## src/rtl/sar_capture_pkg.sv

```systemverilog
package sar_capture_pkg;
  typedef enum logic [1:0] {
    ST_PWRUP = 2'd0,
    ST_IDLE  = 2'd1,
    ST_FRAME = 2'd2,
    ST_GAP   = 2'd3
  } sar_state_e;
endpackage

```

## src/rtl/sar_wait_timer.sv

```systemverilog
module sar_wait_timer #(
  parameter int unsigned W = 8
) (
  input  logic         clk_i,
  input  logic         rst_ni,
  input  logic         en_i,
  input  logic [W-1:0] limit_i,
  output logic         done_o
);
  logic [W-1:0] cnt_q;

  assign done_o = en_i && (cnt_q == limit_i - 1'b1);

  always_ff @(posedge clk_i or negedge rst_ni) begin
    if (!rst_ni)                cnt_q <= '0;
    else if (!en_i || done_o)   cnt_q <= '0;
    else                        cnt_q <= cnt_q + 1'b1;
  end

  assert_timer_bound: assert property (@(posedge clk_i) disable iff (!rst_ni)
    en_i |-> (cnt_q < limit_i));
endmodule

```

## src/rtl/sar_sclk_div.sv

```systemverilog
module sar_sclk_div #(
  parameter int unsigned HALF_DIV = 5
) (
  input  logic clk_i,
  input  logic rst_ni,
  input  logic en_i,
  output logic tick_o
);
  localparam int unsigned CW = $clog2(HALF_DIV + 1);
  logic [CW-1:0] cnt_q;

  assign tick_o = en_i && (cnt_q == CW'(HALF_DIV - 1));

  always_ff @(posedge clk_i or negedge rst_ni) begin
    if (!rst_ni)                cnt_q <= '0;
    else if (!en_i || tick_o)   cnt_q <= '0;
    else                        cnt_q <= cnt_q + 1'b1;
  end
endmodule

```

## src/rtl/sar_rx_shift.sv

```systemverilog
module sar_rx_shift #(
  parameter int unsigned RES_BITS  = 12,
  parameter int unsigned LEAD_BITS = 4,
  parameter int unsigned EW        = 5
) (
  input  logic                clk_i,
  input  logic                rst_ni,
  input  logic                clear_i,
  input  logic                cap_i,
  input  logic [EW-1:0]       bit_idx_i,
  input  logic                sdo_i,
  input  logic                last_i,
  input  logic                keep_i,
  output logic [RES_BITS-1:0] sample_o,
  output logic                valid_o
);
  logic [RES_BITS-1:0] acc_q, acc_nxt;

  // bit_idx_i is the count of rising edges already seen in this frame
  always_comb begin
    acc_nxt = acc_q;
    for (int b = 0; b < RES_BITS; b++) begin
      if (cap_i && bit_idx_i == EW'(LEAD_BITS + b)) acc_nxt[RES_BITS-1-b] = sdo_i;
    end
  end

  always_ff @(posedge clk_i or negedge rst_ni) begin
    if (!rst_ni) begin
      acc_q    <= '0;
      sample_o <= '0;
      valid_o  <= 1'b0;
    end else begin
      acc_q   <= clear_i ? '0 : acc_nxt;
      valid_o <= last_i && keep_i;
      if (last_i && keep_i) sample_o <= acc_nxt;
    end
  end

  assert_strobe_single_R10: assert property (@(posedge clk_i) disable iff (!rst_ni)
    valid_o |=> !valid_o);
endmodule

```

## src/rtl/sar_capture_ctrl.sv

```systemverilog
module sar_capture_ctrl
  import sar_capture_pkg::*;
#(
  parameter int unsigned CLK_HZ       = 100_000_000,
  parameter int unsigned SCLK_HZ      = 10_000_000,
  parameter int unsigned PWRUP_CYCLES = CLK_HZ / 400,        // 2.5 ms
  parameter int unsigned ACQ_CYCLES   = CLK_HZ / 5_000_000,  // 200 ns
  parameter int unsigned RES_BITS     = 12,
  parameter int unsigned LEAD_BITS    = 4
) (
  input  logic                              clk_i,
  input  logic                              rst_ni,
  input  logic                              start_i,
  input  logic [$clog2(RES_BITS+1)-1:0]     res_i,
  input  logic                              adc_sdo_i,
  output logic                              adc_cs_no,
  output logic                              adc_sclk_o,
  output logic [RES_BITS-1:0]               sample_o,
  output logic                              valid_o,
  output logic                              ready_o
);
  localparam int unsigned FRAME_BITS = LEAD_BITS + RES_BITS;
  localparam int unsigned RW         = $clog2(RES_BITS + 1);
  localparam int unsigned EW         = $clog2(FRAME_BITS + 1);
  localparam int unsigned HALF_RAW   = CLK_HZ / (2 * SCLK_HZ);
  localparam int unsigned HALF_DIV   = (HALF_RAW < 1) ? 1 : HALF_RAW;
  localparam int unsigned MAX_WAIT   = (PWRUP_CYCLES > ACQ_CYCLES) ? PWRUP_CYCLES : ACQ_CYCLES;
  localparam int unsigned TW         = $clog2(MAX_WAIT + 1);

  function automatic logic [EW-1:0] frame_len(input logic [RW-1:0] r);
    if (r == '0 || r > RW'(RES_BITS)) return EW'(FRAME_BITS);
    return EW'(LEAD_BITS) + EW'(r);
  endfunction

  sar_state_e    state_q;
  logic          dummy_q, pend_q, sclk_q;
  logic [EW-1:0] edge_cnt_q, target_q;
  logic          tmr_en, tmr_done, tick, rise_tick, last_rise, start_any;
  logic [TW-1:0] tmr_limit;

  assign tmr_en    = (state_q == ST_PWRUP) || (state_q == ST_GAP);
  assign tmr_limit = (state_q == ST_PWRUP) ? TW'(PWRUP_CYCLES) : TW'(ACQ_CYCLES);
  assign rise_tick = tick && !sclk_q;
  assign last_rise = rise_tick && (edge_cnt_q == target_q - 1'b1);
  assign start_any = start_i || pend_q;

  assign adc_cs_no  = (state_q != ST_FRAME);
  assign adc_sclk_o = sclk_q;
  assign ready_o    = (state_q == ST_IDLE) && !pend_q;

  sar_wait_timer #(.W(TW)) u_timer (
    .clk_i(clk_i), .rst_ni(rst_ni), .en_i(tmr_en), .limit_i(tmr_limit), .done_o(tmr_done)
  );

  sar_sclk_div #(.HALF_DIV(HALF_DIV)) u_div (
    .clk_i(clk_i), .rst_ni(rst_ni), .en_i(state_q == ST_FRAME), .tick_o(tick)
  );

  sar_rx_shift #(.RES_BITS(RES_BITS), .LEAD_BITS(LEAD_BITS), .EW(EW)) u_rx (
    .clk_i(clk_i), .rst_ni(rst_ni), .clear_i(state_q != ST_FRAME), .cap_i(rise_tick),
    .bit_idx_i(edge_cnt_q), .sdo_i(adc_sdo_i), .last_i(last_rise), .keep_i(!dummy_q),
    .sample_o(sample_o), .valid_o(valid_o)
  );

  always_ff @(posedge clk_i or negedge rst_ni) begin
    if (!rst_ni) begin
      state_q    <= ST_PWRUP;
      dummy_q    <= 1'b1;
      pend_q     <= 1'b0;
      sclk_q     <= 1'b1;
      edge_cnt_q <= '0;
      target_q   <= EW'(FRAME_BITS);
    end else begin
      if (start_i && state_q != ST_IDLE) pend_q <= 1'b1;
      unique case (state_q)
        ST_PWRUP: if (tmr_done) begin
          state_q  <= ST_FRAME;
          dummy_q  <= 1'b1;
          target_q <= EW'(FRAME_BITS);
        end
        ST_IDLE: if (start_any) begin
          state_q  <= ST_FRAME;
          dummy_q  <= 1'b0;
          target_q <= frame_len(res_i);
          pend_q   <= 1'b0;
        end
        ST_FRAME: if (tick) begin
          sclk_q <= ~sclk_q;
          if (rise_tick) edge_cnt_q <= edge_cnt_q + 1'b1;
          if (last_rise) begin
            state_q    <= ST_GAP;
            sclk_q     <= 1'b1;
            edge_cnt_q <= '0;
          end
        end
        ST_GAP: if (tmr_done) state_q <= ST_IDLE;
        default: state_q <= ST_IDLE;
      endcase
    end
  end

  // checker state: cycles since reset, cycles chip select has been high
  logic [TW-1:0] since_rst_q, cs_hi_q;
  always_ff @(posedge clk_i or negedge rst_ni) begin
    if (!rst_ni) begin
      since_rst_q <= '0;
      cs_hi_q     <= TW'(ACQ_CYCLES);
    end else begin
      if (since_rst_q < TW'(PWRUP_CYCLES)) since_rst_q <= since_rst_q + 1'b1;
      if (!adc_cs_no)                      cs_hi_q <= '0;
      else if (cs_hi_q < TW'(ACQ_CYCLES))  cs_hi_q <= cs_hi_q + 1'b1;
    end
  end

  assert_powerup_hold_R1: assert property (@(posedge clk_i) disable iff (!rst_ni)
    (since_rst_q < TW'(PWRUP_CYCLES)) |-> adc_cs_no);
  assert_acq_gap_R6: assert property (@(posedge clk_i) disable iff (!rst_ni)
    $fell(adc_cs_no) |-> (cs_hi_q >= TW'(ACQ_CYCLES)));
  assert_sclk_idle_R3: assert property (@(posedge clk_i) disable iff (!rst_ni)
    adc_cs_no |-> adc_sclk_o);
  assert_valid_at_release_R10: assert property (@(posedge clk_i) disable iff (!rst_ni)
    valid_o |-> (adc_cs_no && $rose(adc_cs_no)));
  assert_ready_idle_R8: assert property (@(posedge clk_i) disable iff (!rst_ni)
    ready_o |-> (adc_cs_no && !valid_o));
  assert_edge_bound_R5: assert property (@(posedge clk_i) disable iff (!rst_ni)
    edge_cnt_q < EW'(FRAME_BITS));
endmodule

```

## config.mk

```make
export PLATFORM = sky130hd
export DESIGN_NAME = sar_capture_ctrl
export DESIGN_NICKNAME = d
export VERILOG_FILES = /design/src/rtl/sar_capture_pkg.sv /design/src/rtl/sar_wait_timer.sv /design/src/rtl/sar_sclk_div.sv /design/src/rtl/sar_rx_shift.sv /design/src/rtl/sar_capture_ctrl.sv
export SDC_FILE = /design/constraint.sdc
export NUM_CORES = 1
export LEC_CHECK = 0
export ABC_AREA = 1
export BUFFER_PORTS_ARGS = -buffer_cell sky130_fd_sc_hd__buf_2
export CAP_MARGIN = 20
export CORE_MARGIN = 10
export CORE_UTILIZATION = 47
export DETAILED_ROUTE_END_ITERATION = 7
export SETUP_SLACK_MARGIN = 0.05
export SYNTH_ARGS = -nofsm -noshare
export SYNTH_HDL_FRONTEND = slang
export SYNTH_SLANG_ARGS = --single-unit
```

## constraint.sdc

```tcl
create_clock -name clk_i -period 2.3 [get_ports clk_i]
set_clock_uncertainty 0.1 [all_clocks]
set_input_delay 0.115 -clock clk_i [delete_from_list [all_inputs] [get_ports clk_i]]
set_output_delay 0.115 -clock clk_i [all_outputs]
set_load 0.03 [all_outputs]
```

Yosys cells after proc, flatten, opt, wreduce, memory -nomap -nowiden
Cells that the tools add are included.
{"block": "classes", "eq_ne": 25, "reduce_logical": 37, "n_lt_le_gt_ge": 1, "add_sub_neg": 6, "muxes": 39, "bitwise_logic": 1}
{"cell": "equality test 5 x 4 -> 1 bit (second input constant)", "count": 8}
{"cell": "2-to-1 mux 18 bit", "count": 2}
{"cell": "2-to-1 mux 5 bit", "count": 6}
{"cell": "2-to-1 mux 1 bit", "count": 21}
{"cell": "equality test 5 x 3 -> 1 bit (second input constant)", "count": 4}
{"cell": "logical AND 1 bit", "count": 19}
{"cell": "adder 18 x 1 -> 18 bit (second input constant)", "count": 1}
{"cell": "equality test 18 bit", "count": 1}
{"cell": "subtractor 18 x 1 -> 18 bit (second input constant)", "count": 1}
{"cell": "2-to-1 mux 12 bit", "count": 1}
{"cell": "2-to-1 mux 2 bit", "count": 5}
{"cell": "case mux 5 bit (2 select lines)", "count": 1}
{"cell": "inequality test 2 x 1 -> 1 bit (second input constant)", "count": 4}
{"cell": "case mux 2 bit (4 select lines)", "count": 1}
{"cell": "inequality test 2 bit (second input constant)", "count": 3}
{"cell": "AND reduction 3 bit", "count": 2}
{"cell": "adder 3 x 4 -> 5 bit (first input constant)", "count": 1}
{"cell": "adder 5 x 1 -> 5 bit (second input constant)", "count": 1}
{"cell": "equality test 5 bit", "count": 1}
{"cell": "logical NOT 1 bit", "count": 5}
{"cell": "logical OR 1 bit", "count": 5}
{"cell": "AND reduction 5 bit", "count": 1}
{"cell": "subtractor 5 x 1 -> 5 bit (second input constant)", "count": 1}
{"cell": "equality test 2 bit (second input constant)", "count": 2}
{"cell": "11 further kinds", "count": 12}
{"block": "totals", "regBits": 61, "wordCells": 120, "inputBits": 8}

Depth between registers and ports, before layout
{"block": "depth", "ltp_word": 8, "ltp_mapped": 14, "depth_no_buf": 13}

Cells and area by module
From an unflattened synthesis, not the netlist that was laid out.
{"block": "hier_totals", "hier_cells": 597, "hier_area_um2": 4142.7}
{"module": "sar_wait_timer", "area_per_inst_um2": 1704.1, "n_inst": 1, "cells_each": 267}
{"module": "sar_rx_shift", "area_per_inst_um2": 1224.9, "n_inst": 1, "cells_each": 163}
{"module": "sar_capture_ctrl", "area_per_inst_um2": 1052.3, "n_inst": 1, "cells_each": 147}
{"module": "sar_sclk_div", "area_per_inst_um2": 161.4, "n_inst": 1, "cells_each": 20}

Least setup slack after synthesis
OpenSTA, ideal clock, no wires.
{"block": "synth_timing", "path_type": "reg-to-reg", "startpoint": "register state_q[0]", "endpoint": "register u_timer.cnt_q[13]", "synth_period_minus_slack_ns": 1.853, "required_time_ns": 2.079, "n_path_buf": 2, "stages_incl_launch_ff": 13, "setup_slack_ns": 0.447, "arrival_time_ns": 1.632, "path_cell_list": "dfrtp_1 > inv_1 > ha_1 > buf_2 > inv_1 > nand2_1 > nor2_1 > nand3_1 > nand2_1 > nand2_1 > nand2_1 > buf_2 > nor2_1"}
{"block": "synth_via", "elab_chain_cells": 7, "word_cells_on_any_way": 10, "cone_classes": "1 x add/sub; 2 x eq/ne; 2 x mux; 5 x reduce/logical"}
{"item": "from (decl)", "line": "sar_capture_ctrl.sv:35", "text": "sar_state_e state_q;"}
{"item": "from (signal assigned)", "line": "sar_capture_ctrl.sv:67", "text": "state_q <= ST_PWRUP;"}
{"item": "from (signal assigned)", "line": "sar_capture_ctrl.sv:77", "text": "state_q <= ST_FRAME;"}
{"item": "from (signal assigned)", "line": "sar_capture_ctrl.sv:82", "text": "state_q <= ST_FRAME;"}
{"item": "logical NOT 2 bit", "line": "sar_capture_ctrl.sv:41, sar_capture_ctrl.sv:42"}
{"item": "2-to-1 mux 18 bit", "line": "sar_capture_ctrl.sv:42", "text": "assign tmr_limit = (state_q == ST_PWRUP) ? TW'(PWRUP_CYCLES) : TW'(ACQ_CYCLES);"}
{"item": "subtractor 18 x 1 -> 18 bit", "line": "sar_wait_timer.sv:12", "text": "assign done_o = en_i && (cnt_q == limit_i - 1'b1);"}
{"item": "equality test 18 bit", "line": "sar_wait_timer.sv:12"}
{"item": "logical AND 1 bit", "line": "sar_wait_timer.sv:12"}
{"item": "logical OR 1 bit (*)", "line": "sar_wait_timer.sv:16", "text": "else if (!en_i || done_o) cnt_q <= '0;"}
{"item": "2-to-1 mux 18 bit (*)", "line": "sar_wait_timer.sv:16"}
{"item": "to (signal assigned)", "line": "sar_wait_timer.sv:17", "text": "else cnt_q <= cnt_q + 1'b1;"}
{"item": "to (decl)", "line": "sar_wait_timer.sv:10", "text": "logic [W-1:0] cnt_q;"}
Mark *: on every way between the ends. The rest lies on a longest branch, timed or not.
A chain may end at the register's enable or synchronous reset.

Final worst setup path
{"block": "layout_timing", "startpoint": "register state_q[0]", "endpoint": "register u_rx.sample_o[0]"}
{"block": "layout_via", "elab_chain_cells": 5, "word_cells_on_any_way": 7, "cone_classes": "1 x eq/ne; 1 x mux; 5 x reduce/logical"}
{"item": "equality test 2 bit (*)", "line": "sar_capture_ctrl.sv:56", "text": ".clk_i(clk_i), .rst_ni(rst_ni), .en_i(state_q == ST_FRAME), .tick_o(tick)"}
{"item": "logical AND 1 bit (*)", "line": "sar_sclk_div.sv:12", "text": "assign tick_o = en_i && (cnt_q == CW'(HALF_DIV - 1));"}
{"item": "logical AND 1 bit (*)", "line": "sar_capture_ctrl.sv:43", "text": "assign rise_tick = tick && !sclk_q;"}
{"item": "logical AND 1 bit (on tied branches)", "line": "sar_rx_shift.sv:23, sar_capture_ctrl.sv:44"}
{"item": "2-to-1 mux 1 bit / logical AND 1 bit (equally long branches)", "line": "sar_rx_shift.sv:23, sar_rx_shift.sv:35"}
{"item": "to (signal assigned)", "line": "sar_rx_shift.sv:35", "text": "if (last_i && keep_i) sample_o <= acc_nxt;"}
{"item": "to (decl)", "line": "sar_rx_shift.sv:14", "text": "output logic [RES_BITS-1:0] sample_o,"}
Marks and branches as above.

==> flow_summary.yaml <==
synth:
  synthesis.instances: 430
  yosysWarnings: 0
  synth-adder-area-share: 0.05869
  synthFlopType: "dfrtp_1"
  ys_seq_elements: 61
  synth_top_family_by_area: "simple AND/OR/NAND/NOR gates"
  synthMostInstantiatedCell: "nand2_1"
  synth_common_cells: "nand2_1 (104), nor2_1 (65), dfrtp_1 (58), inv_1 (54), nand3_1 (25)"
  async_reset_ff_frac: 1.000
  synth_cell_type_count: 29
  seq_area_frac_synth: 0.4486
  avgSynthCellArea_um2: 7.932
  synth_top_area_share: 0.4255
  synth.area.top_cells: "dfrtp_1 (43%), nand2_1 (11%), nor2_1 (7.2%)"
  synth_simple_gate_area_frac: 0.3059
  synth_compound_area_frac: 0.06566
  synth_nets: 454
  synth_edf_count: 0
  synth_area_mm2: 0.003411
  yosys-mux-area-fraction: 0
  synth_xor_area_frac: 0.04109
  synth_area_leader_cell: "dfrtp_1"
worst_hold_path:
  hold_path_class: "primary input to flop"
clock_network:
  cts_tree: "built"
  cts_max_path_buffers: 2
  cts_setup_buffers: 0
  clock-sinks: 61
  clk_pin_slew_ps: 70
  htree_levels: 3
  clock_latency_ps: 330
  numCtsBuffers: 9
  root_buffer: "clkbuf_8"
sta:
  timing.slew.headroom: 0.5683
  hold_violations: 0
  slew_violations: 0
  tightest_slew_ps: 647.6
  finalCritPeriodShare: 0.8764
  setup_viol: 0
  post-route-min-period_ps: 2016
  clock.fmax_mhz: 496.1
  fin_tns_setup_ps: 0
  rsz0062_at_grt: "no"
global_routing:
  grt_pass1_wl_um: 12150
  overflow: 0
  grt_max_degree: 35
  antenna_found_initial: 0
  grt_pass1_vias: 2631
  grtUsageTotal: 0.1301
placement:
  numPortBuffers: 23
  gp_congestion: 0.8399
  dp_hpwl_um: 5076
  post_dp_cell_area_mm2: 0.003660
drt:
  highest_layer: "met4"
  drt_iter0_markers: 65
  avgRoutedWirePerCell_um: 11.92
  drc_errors: 0
  vias: 2678
  viasPerCell: 4.740
  antenna_left: 0
  wl_met3_um: 220
  dr_wl_met2_um: 3310
  m1WireLength_um: 3119
  firstDrtPassIters: 4
  drt-total-wl_um: 6732
floorplanning:
  rows: 30
  die-area_mm2: 0.01106
  die_w_um: 105.2
  start_util: 0.4938
  chipHeight_um: 105.2
  io_pins: 24
  core_area_mm2: 0.006907
cells_and_area:
  drive_above_1_share: 0.1706
  nets: 488
  syn2layout_area_growth_pct: 13.13
  final_cell_area_mm2: 0.003859
  n_antenna_cell: 0
  fillers: 686
setup_path:
  critPathArrivalTime_ps: 2130
  cp_max_fo: 24
  critical_path.slowest_cell: "dfrtp_1"
  crit_top_cell: "nor2_4"
  start_kind: "flop"
  crit_path_end_kind: "flop"
  worstPathCellList: "inv_1 > ha_1 > nand3_2 > nor2_4 > nand3_2 > nor2_4 > nand2_4 > nor2_4 > inv_2 > nand2_1 > o21ai_2"
  slowest_delay_ps: 430
  path_class: "flop to flop"
  required_ps: 2410
outcome:
  outcome: "completed"
power_and_ir_drop:
  p_leak_nw: 1.856
  ir_drop_uv: 411.9
  cellPowerDensity_mw_per_mm2: 509.3
flow_run:
  maxCapViolations: 0
-- sequential cells by signal, indices dropped and copies added, names as in the netlist --
signal	cells
adc_sclk_o	1
dummy_q	1
edge_cnt_q	5
pend_q	1
state_q	2
target_q	5
u_div.cnt_q	3
u_rx.acc_q	12
u_rx.sample_o	12
u_rx.valid_o	1
u_timer.cnt_q	18
-- cell type report --
| class | count | area, µm² | area share |
|---|---|---|---|
| multi-input cells | 302 | 1610 | 0.4173 |
| clock inverters | 7 | 52.55 | 0.01362 |
| flip-flops and latches | 61 | 1530 | 0.3966 |
| well taps | 96 | 120.1 | 0.03113 |
| inverters | 57 | 214.0 | 0.05545 |
| repair buffers | 33 | 207.7 | 0.05383 |
| clock buffers | 9 | 123.9 | 0.03210 |
-- power by group --
group	leakage [nW]	switching, mW	internal, mW
Combinational	1.01	0.0293	0.0120
Clock	0.0891	0.458	0.393
Sequential	0.759	0.0000000000000000174	1.07
Total	1.86	0.487	1.48
-- kinds of logic (layout without fill, tap and decap cells) --
logic type / after synthesis / in the layout
xor gates and xnor gates: 16 / 16
buffers and inverters: 67 / 106
AOI/OAI and AO/OA: 36 / 36
DFF: 61 / 61
and+or+nand+nor: 234 / 234
adders and majority gates: 16 / 16
-- routing by layer --
| metal | vias up | global-route usage |
|---|---|---|
| met5 | - | 0 |
| met4 | 0 | 0.04608 |
| met3 | 7 | 0.03563 |
| met2 | 33 | 0.2193 |
| met1 | 1215 | 0.1547 |
| li1 | 1423 | - |
-- worst max-delay path: cells and delay by family, from the launching register on --
kind            cells  cell delay, ps
simple gates        7             810
flops               1             430
buf+inv             2             320
fa+ha+maj           1             180
compound gates      1              60
-- path summary, 6_finish.rpt --
path	end	cells past startpoint	start	slack, ps
max in group asynchronous	dummy_q$_DFFE_PN1P_	3	rst_ni	1200
max reg2reg	u_rx.sample_o[0]$_DFFE_PN0P_	11	state_q[0]$_DFFE_PN0P_	280
min	target_q[0]$_DFFE_PN0P_	5	res_i[0]	40
min reg2reg	u_div.cnt_q[0]$_DFF_PN0_	1	u_div.cnt_q[0]$_DFF_PN0_	360
max	u_rx.sample_o[0]$_DFFE_PN0P_	11	state_q[0]$_DFFE_PN0P_	280
min in group asynchronous	u_rx.sample_o[7]$_DFFE_PN0P_	2	rst_ni	240
-- timing repair --
action                     CTS  global route
hold endpoints to repair    27             0
setup endpoints to repair    0             2
hold buffers                 2             0
gates resized for setup      0             1
-- layout by cell type (no fill, tap or decap), types with 4 or more instances in the layout --
master,netlist,final
xor2_1,13,13
buf_2,5,23
ha_1,16,15
nor2_1,65,65
clkinv_4,0,4
nand2_2,8,8
nand2_1,104,104
buf_4,0,7
o21ai_2,10,10
clkbuf_8,0,9
a21oi_1,12,12
nand3_1,25,25
dfrtp_1,58,58
inv_1,54,54
nand4_1,17,17
o21ai_0,9,9
-- through the flow --
stage          hold WS, ps  std cells  worst slack [ps]  power [mW]    util
6_report             37.83        565             284.3       1.965  0.5587
3_3_place_gp         84.36        547             332.9       1.134  0.5299
5_1_grt              46.49        565             84.06       2.043  0.5587
4_1_cts              30.11        565             259.5       1.995  0.5583
3_5_place_dp         91.54        547             270.5       1.135  0.5299
2_1_floorplan       -280.6        430             446.8       1.100       -
(Power assumes the default switching activity.)
